### src/rtl/pwm_sync_pkg.sv
package pwm_sync_pkg;

    // Switching period in clocks for one frequency code; the frequency is
    // kept in units of kHz/15 so the step of 800/15 kHz stays integral.
    function automatic int period_clks(input int code, input longint clk_hz);
        longint f15;
        f15 = 64'd15000 - 64'd800 * longint'(code);
        return int'((clk_hz * 15 + f15 * 500) / (f15 * 1000));
    endfunction

    // Smallest whole number of clocks covering a time span in ns.
    function automatic int ns_to_clks(input longint clk_hz, input int ns);
        return int'((clk_hz * longint'(ns) + 64'd999_999_999) / 64'd1_000_000_000);
    endfunction

endpackage

### src/rtl/pwm_period_lut.sv
module pwm_period_lut
    import pwm_sync_pkg::*;
#(
    parameter longint CLK_HZ = 50_000_000,
    parameter int     CODE_W = 4,
    parameter int     CNT_W  = 8
) (
    input  logic [CODE_W-1:0] code_i,
    output logic [CNT_W-1:0]  per_o
);
    localparam int N_CODES = 1 << CODE_W;

    logic [CNT_W-1:0] tbl [N_CODES];

    for (genvar g = 0; g < N_CODES; g++) begin : g_entry
        assign tbl[g] = CNT_W'(period_clks(g, CLK_HZ));
    end

    assign per_o = tbl[code_i];
endmodule

### src/rtl/pwm_on_clamp.sv
module pwm_on_clamp #(
    parameter int CNT_W   = 8,
    parameter int DUTY_W  = 8,
    parameter int MIN_OFF = 8
) (
    input  logic [DUTY_W-1:0] duty_i,
    input  logic [CNT_W-1:0]  per_i,
    output logic [CNT_W-1:0]  on_o
);
    localparam int CW = (DUTY_W > CNT_W) ? DUTY_W + 1 : CNT_W + 1;

    logic [CW-1:0] limit;
    logic [CW-1:0] duty_x;

    always_comb begin
        limit  = CW'(per_i) - CW'(MIN_OFF);
        duty_x = CW'(duty_i);
        on_o   = (duty_x > limit) ? CNT_W'(limit) : CNT_W'(duty_x);
    end
endmodule

### src/rtl/pwm_sync_gen.sv
module pwm_sync_gen
    import pwm_sync_pkg::*;
#(
    parameter longint CLK_HZ     = 50_000_000,
    parameter int     DUTY_W     = 8,
    parameter int     MIN_OFF_NS = 150,
    parameter int     DEAD_CLKS  = 2
) (
    input  logic              clk,
    input  logic              rst_n,
    input  logic              enable_i,
    input  logic [3:0]        freq_code_i,
    input  logic [DUTY_W-1:0] duty_i,
    input  logic              ilim_i,
    input  logic              zc_i,
    output logic              hs_en_o,
    output logic              ls_en_o,
    output logic              cyc_start_o
);
    localparam int MAX_PER = period_clks(15, CLK_HZ);
    localparam int CNT_W   = $clog2(MAX_PER + 1);
    localparam int MIN_OFF = ns_to_clks(CLK_HZ, MIN_OFF_NS);
    localparam int DW      = $clog2(DEAD_CLKS + 1);
    localparam logic [DW-1:0] DLIM = DW'(DEAD_CLKS - 1);

    typedef struct packed {
        logic [CNT_W-1:0] cnt;
        logic [CNT_W-1:0] per;
        logic [CNT_W-1:0] on;
        logic             cut;
        logic             zc_seen;
        logic             hs;
        logic             ls;
        logic             start;
        logic [DW-1:0]    hs_low;
        logic [DW-1:0]    ls_low;
    } st_t;

    st_t q, d;

    logic [CNT_W-1:0] lut_per;
    logic [CNT_W-1:0] clamp_on;

    pwm_period_lut #(.CLK_HZ(CLK_HZ), .CODE_W(4), .CNT_W(CNT_W)) i_lut (
        .code_i (freq_code_i),
        .per_o  (lut_per)
    );

    pwm_on_clamp #(.CNT_W(CNT_W), .DUTY_W(DUTY_W), .MIN_OFF(MIN_OFF)) i_clamp (
        .duty_i (duty_i),
        .per_i  (lut_per),
        .on_o   (clamp_on)
    );

    logic             at_start;
    logic [CNT_W-1:0] cur_per;
    logic [CNT_W-1:0] cur_on;
    logic             in_on;
    logic             cut_now;
    logic             hs_want;
    logic             zc_now;
    logic             ls_want;

    always_comb begin
        d        = q;
        at_start = (q.cnt == '0);
        cur_per  = at_start ? lut_per  : q.per;
        cur_on   = at_start ? clamp_on : q.on;
        in_on    = (q.cnt < cur_on);
        cut_now  = (at_start ? 1'b0 : q.cut) | (ilim_i & in_on);
        hs_want  = in_on & ~cut_now;
        zc_now   = (at_start ? 1'b0 : q.zc_seen) | (zc_i & ~hs_want);
        ls_want  = ~hs_want & ~zc_now;

        // Count samples each leg has been low, saturating at the dead time.
        d.hs_low = q.hs ? '0 : ((q.hs_low == DLIM) ? DLIM : q.hs_low + 1'b1);
        d.ls_low = q.ls ? '0 : ((q.ls_low == DLIM) ? DLIM : q.ls_low + 1'b1);

        if (!enable_i) begin
            d.cnt     = '0;
            d.cut     = 1'b0;
            d.zc_seen = 1'b0;
            d.hs      = 1'b0;
            d.ls      = 1'b0;
            d.start   = 1'b0;
        end else begin
            d.cnt     = (q.cnt == cur_per - 1'b1) ? '0 : q.cnt + 1'b1;
            d.per     = cur_per;
            d.on      = cur_on;
            d.cut     = cut_now;
            d.zc_seen = zc_now;
            d.hs      = hs_want & ~q.ls & (q.ls_low >= DLIM);
            d.ls      = ls_want & ~q.hs & (q.hs_low >= DLIM);
            d.start   = at_start;
        end
    end

    always_ff @(posedge clk or negedge rst_n) begin
        if (!rst_n) begin
            q        <= '0;
            q.hs_low <= DLIM;
            q.ls_low <= DLIM;
        end else begin
            q <= d;
        end
    end

    assign hs_en_o     = q.hs;
    assign ls_en_o     = q.ls;
    assign cyc_start_o = q.start;
endmodule

### config.mk
export PLATFORM = sky130hd
export DESIGN_NAME = pwm_sync_gen
export DESIGN_NICKNAME = d
export VERILOG_FILES = /design/src/rtl/pwm_sync_pkg.sv /design/src/rtl/pwm_period_lut.sv /design/src/rtl/pwm_on_clamp.sv /design/src/rtl/pwm_sync_gen.sv
export SDC_FILE = /design/constraint.sdc
export NUM_CORES = 1
export LEC_CHECK = 0
export ABC_CLOCK_PERIOD_IN_PS = 4400
export BUFFER_PORTS_ARGS = -buffer_cell sky130_fd_sc_hd__buf_4
export CELL_PAD_IN_SITES_DETAIL_PLACEMENT = 2
export CELL_PAD_IN_SITES_GLOBAL_PLACEMENT = 2
export CORE_UTILIZATION = 39
export DETAILED_ROUTE_END_ITERATION = 8
export GPL_ROUTABILITY_DRIVEN = 1
export PLACE_DENSITY = 0.8
export SLEW_MARGIN = 30
export SYNTH_ARGS = -nofsm -noshare
export SYNTH_HDL_FRONTEND = slang
export SYNTH_SLANG_ARGS = --single-unit
### constraint.sdc
create_clock -name clk -period 4.4 [get_ports clk]
set_input_delay 0.22 -clock clk [delete_from_list [all_inputs] [get_ports clk]]
set_output_delay 0.22 -clock clk [all_outputs]
set_load 0.05 [all_outputs]
==> flow_summary_export.csv, run 1 <==
group,metric,value,unit
drt,viasPerCell,5.83,
power,p_comb_share,45.3,%
layout,diodes,0,
sta,report.final.slew_viol_count,0,
sta,layout_setup_ws,0.165,ns
die,die_w,84.3,um
synthesis,synth-compound-area-share,15.4,%
drt,drc,2,
place,routabilityCongestion,0.787,
sta,max_slew_margin,56.8,%
grt,antenna_found_initial,0,
sta,max_freq,236,MHz
clocking,cts_tree,"yes",
synthesis,netlist_instances,278,
sta,fin_crit_sh,96.2,%
critical_path,critPathKind,"primary input to register",
critical_path,start_kind,"primary input",
grt,grt_max_degree,34,
layout,area_growth,18.7,%
power,clkPwrFrac,19.8,%
synthesis,yosysMostFrequentCell,"dfrtp_1",
critical_path,crit_slowest_cell,"a311o_1",
place,dp_slack,-0.456,ns
critical_path,crit_path_cell_trace,"buf_4 -> inv_1 -> ha_1 -> nand2b_1 -> a31o_2 -> inv_1 -> nand2_1 -> and3_1 -> xnor2_2 -> ha_4 -> o21a_1 -> o21a_1 -> o22ai_2 -> a21oi_4 -> mux2i_2 -> mux2i_1 -> ha_1 -> nand4_1 -> a311o_1 -> a21oi_1 -> mux2i_1 -> a41o_1",
clocking,cts.reportedPaths.clkPinSlew,0.08,ns
sta,hold_viol,0,
sta,fin_crit,4.23,ns
die,fp-row-count,29,
sta,worst_slew_pin_slew,0.643,ns
synthesis,synth_nets,320,
synthesis,synth.avg_cell_area,9.50,um^2
synthesis,synth-simple-area-share,18.5,%
critical_path,required,4.59,ns
synthesis,yosys-top-cells-count,"31 x dfrtp_1, 25 x ha_1, 21 x nand2_1",
drt,wl,8.61,mm
synthesis,synth_top_family_by_area,"simple AND/OR/NAND/NOR gates",
power,vdd_drop_max,0.235,mV
synthesis,synth_fa_ha_area_share,11.8,%
grt,grt_pass1_wl,13.8,mm
critical_path,crit_fanout,8,
die,die_area,7100,um^2
sta,finalSetupViolCount,0,
layout,final_cell_area,3130,um^2
synthesis,yosys-top-cells-area,"dfrtp_1 29%, ha_1 12%, mux2_2 5.5%",
synthesis,syn-cell-area,2640,um^2
synthesis,seq_area_frac_synth,31.4,%
drt,ant_nets,0,
layout,n_fill_cell,675,
layout,drive_gt1_share,26.4,%
grt,grt_usage,25.5,%
place,portBuffers,19,
clocking,cts_root_buffer,"clkbuf_8",
synthesis,synth_top_area_share,29.4,%
clocking,clk_latency,0.31,ns
sta,finalClockSkew,0.0147,ns
run_status,violations,"DRC",
drt,firstDrtPassIters,6,
layout,post-route-util,48.5,%
synthesis,yosysTopAreaCell,"dfrtp_1",
synthesis,synth_flop_cell,"dfrtp_1",
sta,holdWs,0.195,ns
clocking,cts_buffers,5,
clocking,ctsLongestPathBuffers,2,
power,pwr_density_cell,389,nW/um^2
layout,nets,355,
synthesis,synthMuxAreaShare,12.6,%
power,switching_share,40.2,%
synthesis,synth-seq-cells,33,
clocking,h-tree-depth,2,
die,initial_core_util,40.9,%
power,power_switching,491,uW
critical_path,rr_worst_depth,13,
critical_path,max_stage_delay,0.38,ns
place,place_hpwl,6.26,mm
critical_path,critical_path.startpoint,"freq_code_i[0]",
synthesis,synth_xor_area_share,5.64,%
critical_path,cp.arrival,4.43,ns
die,io_pins,20,
critical_path,crit_path_end,"q[8]",
critical_path,cp-end-kind,"register",
drt,drt-wirelength-per-cell,22.0,um
critical_path,worstReg2RegStart,"q[25]",
flow_run,maxCapViolations,0,
power,power.share.sequential,34.9,%
power,p_int,730,uW
die,core,6460,um^2
place,placed_area,2950,um^2
power,p_leak,1.45,nW
drt,drtIter0Drc,43,
drt,vias,2278,
synthesis,async_flop_share,100,%
die,die_y,84.3,um
synthesis,synthDistinctLibCells,56,
clocking,clock_sinks,33,
grt,grt_pass1_vias,2633,
grt,overflow,0,
synthesis,synth-edff-count,0,
run_status,status,"finished with violations",
critical_path,worstReg2RegEnd,"q[32]",
critical_path,r2r_setup_slack,0.38,ns
synthesis,synth_warnings,0,
worst_hold_path,min_path_type,"primary input to register",
cell type report:
| class | instances | area (um^2) | area share (%) |
|---|---|---|---|
| multi-input cells | 217 | 1780 | 56.6 |
| flip-flops and latches | 33 | 828 | 26.4 |
| repair buffers | 37 | 280 | 8.94 |
| well taps | 77 | 96.3 | 3.07 |
| clock buffers | 6 | 72.6 | 2.32 |
| inverters | 19 | 71.3 | 2.28 |
| clock inverters | 2 | 10.0 | 0.319 |
metal layers:
metal / global-route usage [%] / share of wire, % / vias to the layer above
li1: - / - / 1076
met1: 30.6 / 42 / 1146
met2: 46.1 / 52 / 37
met3: 3.44 / 2.4 / 19
met4: 10.3 / 3.2 / 0
met5: 0 / 0 / -
power by group through the flow:
stage               Combinational [mW]  Sequential [mW]  Clock, mW
floorplan                        0.352            0.417          0
global placement                 0.475            0.423          0
detailed placement               0.507            0.429          0
CTS                              0.523            0.423      0.237
global route                     0.606            0.437      0.253
finish                           0.553            0.426      0.241
stage by stage:
| stage | power, mW | setup TNS (ns) | cells |
|---|---|---|---|
| floorplan | 0.770 | 0 | 278 |
| global placement | 0.898 | -0.735 | 381 |
| detailed placement | 0.936 | -1.58 | 381 |
| CTS | 1.18 | 0 | 390 |
| global route | 1.30 | -0.0656 | 391 |
| finish | 1.22 | 0 | 391 |
critical path: cells and delay by family:
kind / cells / cell delay [ns]
AOI/OAI and AO/OA: 8 / 1.69
xor gates and xnor gates: 1 / 0.20
adders and majority gates: 3 / 0.95
buffers and inverters: 3 / 0.23
muxes: 3 / 0.58
and+or+nand+nor: 4 / 0.57
logic make-up (layout without fill, tap and decap cells):
kind of cell             count (synthesis)  count (layout)
adder cells (fa/ha/maj)                 25              25
XOR/XNOR                                17              17
buffers and inverters                   28              64
AO/OA/AOI/OAI                           62              62
flip-flops                              33              33
multiplexers                            29              29
AND/OR/NAND/NOR                         84              84
repair_timing:
item                       CTS  global route
pin swaps                    0             1
setup buffers                0             1
hold buffers                 1             0
setup endpoints to repair    4             4
hold endpoints to repair    31             0
resized for setup            3            13
cells in the final DEF (no fill, tap or decap), drive strengths merged, types with 14 or more instances in the layout:
cell / Yosys / final
a21oi: 15 / 15
ha: 25 / 25
o21ai: 18 / 18
buf: 4 / 36
inv: 19 / 19
nor2: 15 / 15
xnor2: 14 / 14
nand2: 21 / 21
mux2i: 14 / 14
dfrtp: 31 / 31
sequential cells by signal, summed over array words and instances, names as in the netlist:
register	count
q	30
cyc_start_o	1
hs_en_o	1
ls_en_o	1
how the worst min path moves through the flow:
stage          startpoint  depth (start not counted)           to
3_5_place_dp        rst_n                          1        q[23]
3_3_place_gp        rst_n                          1        q[23]
5_1_grt            ilim_i                          2         q[8]
4_1_cts            ilim_i                          2         q[8]
6_report           ilim_i                          2         q[8]
2_1_floorplan       rst_n                          0  cyc_start_o
Power figures use the tool's default switching activity.
==> inputs of run 2 (changes only) <==
--- a/config.mk
+++ b/config.mk
@@ -10,6 +10,7 @@
 export CELL_PAD_IN_SITES_DETAIL_PLACEMENT = 2
 export CELL_PAD_IN_SITES_GLOBAL_PLACEMENT = 2
 export CORE_UTILIZATION = 39
+export CTS_BUF_LIST = sky130_fd_sc_hd__clkbuf_16
 export DETAILED_ROUTE_END_ITERATION = 8
 export GPL_ROUTABILITY_DRIVEN = 1
 export PLACE_DENSITY = 0.8
==> flow_summary_export.csv, run 2 (synthesis results as in run 1) <==
group,metric,value,unit
clocking,cts.reportedPaths.clkPinSlew,0.06,ns
die,die_area,7100,um^2
power,pwr_density_cell,418,nW/um^2
sta,worst_slew_pin_slew,0.717,ns
clocking,clk_latency,0.28,ns
place,placed_area,2950,um^2
drt,ant_nets,0,
die,fp-row-count,29,
drt,drtIter0Drc,103,
place,place_hpwl,6.26,mm
sta,hold_viol,0,
drt,viasPerCell,6.01,
critical_path,cp.arrival,4.54,ns
grt,use_met1,30.7,%
layout,final_cell_mix,"39 x buf_4, 31 x dfrtp_1, 24 x ha_1, 21 x nand2_1, 19 x inv_1",
layout,largest_reg_flops,30,
place,routabilityCongestion,0.787,
clocking,clock_sinks,33,
layout,max_flop_register,"q",
die,initial_core_util,40.9,%
place,placed_cells,381,
grt,met2_usage,46.9,%
drt,firstDrtPassIters,6,
grt,grt_usage,25.4,%
critical_path,required,4.57,ns
sta,max_slew_margin,51.9,%
layout,area_growth,21.8,%
die,die_w,84.3,um
sta,finalClockSkew,0.00651,ns
grt,overflow,0,
die,core,6460,um^2
clocking,h-tree-depth,2,
grt,antenna_found_initial,0,
sta,fin_crit_sh,99.4,%
grt,grt_pass1_vias,2621,
die,io_pins,20,
sta,max_freq,229,MHz
drt,drc,2,
grt,grt_max_degree,34,
power,p_leak,1.49,nW
layout,nets,358,
critical_path,start_kind,"primary input",
drt,drt-wirelength-per-cell,22.9,um
grt,grt_util_met3,2.75,%
power,vdd_drop_max,0.207,mV
clocking,cts_root_buffer,"clkbuf_16",
sta,fin_crit,4.37,ns
die,die_y,84.3,um
clocking,cts_buffers,5,
drt,wl,9.01,mm
clocking,ctsLongestPathBuffers,2,
sta,finalSetupViolCount,0,
layout,stdcell_count,394,
drt,vias,2366,
worst_hold_path,min_path_type,"primary input to register",
sta,report.final.slew_viol_count,0,
layout,final_common_cell,"buf_4",
layout,n_fill_cell,691,
clocking,cts_tree,"yes",
critical_path,critPathKind,"primary input to register",
layout,diodes,0,
critical_path,cp-end-kind,"register",
place,portBuffers,19,
run_status,violations,"DRC",
grt,grt_busiest_layer,"met2",
grt,grt_pass1_wl,13.9,mm
layout,drive_gt1_share,27.8,%
layout,final_cell_area,3220,um^2
critical_path,crit_fanout,8,
run_status,status,"finished with violations",
flow_run,maxCapViolations,0,
==> run 2: what timing repair did <==
| item | 4_1_cts | 5_1_grt |
|---|---|---|
| hold endpoints to repair | 31 | 0 |
| hold buffers | 1 | 0 |
| setup buffers | 0 | 4 |
| pin swaps | 0 | 3 |
| setup endpoints to repair | 4 | 4 |
| resized for setup | 4 | 13 |
==> run 2: worst paths after layout <==
check | slack, ns | to | startpoint | cells after the start
max reg2reg | 0.37 | q[32] | q[25] | 14
max | 0.03 | q[8] | freq_code_i[0] | 22
max in group asynchronous | 3.61 | q[2] | rst_n | 2
min | 0.22 | q[8] | ilim_i | 2
min in group asynchronous | 0.44 | q[21] | rst_n | 2
min reg2reg | 0.43 | q[0] | q[1] | 1
==> run 2: area by class of cell <==
class | instances | area, um^2 | area share, %
Sequential cell | 33 | 828 | 25.8
Tap cell | 77 | 96.3 | 3.00
Clock inverter | 3 | 13.8 | 0.428
Clock buffer | 5 | 125 | 3.89
Multi-Input combinational cell | 217 | 1780 | 55.3
Timing Repair Buffer | 40 | 303 | 9.42
Inverter | 19 | 71.3 | 2.22
==> run 2: layer usage <==
metal | share of wire, % | vias to the layer above
li1 | - | 1085
met1 | 42 | 1205
met2 | 52 | 57
met3 | 3.4 | 19
met4 | 2.4 | 0
met5 | 0 | -
==> run 2: report_power, final <==
part           internal, mW  switching, mW
combinational         0.261          0.318
sequential            0.368         0.0603
clock                 0.205          0.132
total                 0.835          0.510
==> run 2: stage by stage <==
stage | utilization (%) | worst slack [ns] | power [mW] | hold WS, ns | setup TNS, ns
2_1_floorplan | - | 0.0692 | 0.770 | -0.0756 | 0
6_report | 49.8 | 0.0271 | 1.35 | 0.216 | 0
3_3_place_gp | 45.6 | -0.246 | 0.898 | 0.202 | -0.735
3_5_place_dp | 45.6 | -0.456 | 0.936 | 0.203 | -1.58
4_1_cts | 48.2 | 0.00470 | 1.30 | 0.218 | 0
5_1_grt | 49.8 | -0.158 | 1.42 | 0.231 | -0.509
==> run 2: worst max-delay path: stages <==
cell,delay [ns]
buf_4,0.09
inv_1,0.05
ha_1,0.32
nand2b_1,0.18
a31o_2,0.30
ha_1,0.24
xnor2_2,0.23
inv_1,0.09
ha_1,0.31
o21a_1,0.12
o21a_1,0.12
o22ai_2,0.09
a21oi_4,0.27
buf_4,0.18
mux2_2,0.36
mux2i_1,0.18
ha_1,0.20
nand3_2,0.12
a311o_1,0.37
a21oi_1,0.13
mux2i_1,0.13
a41o_1,0.25
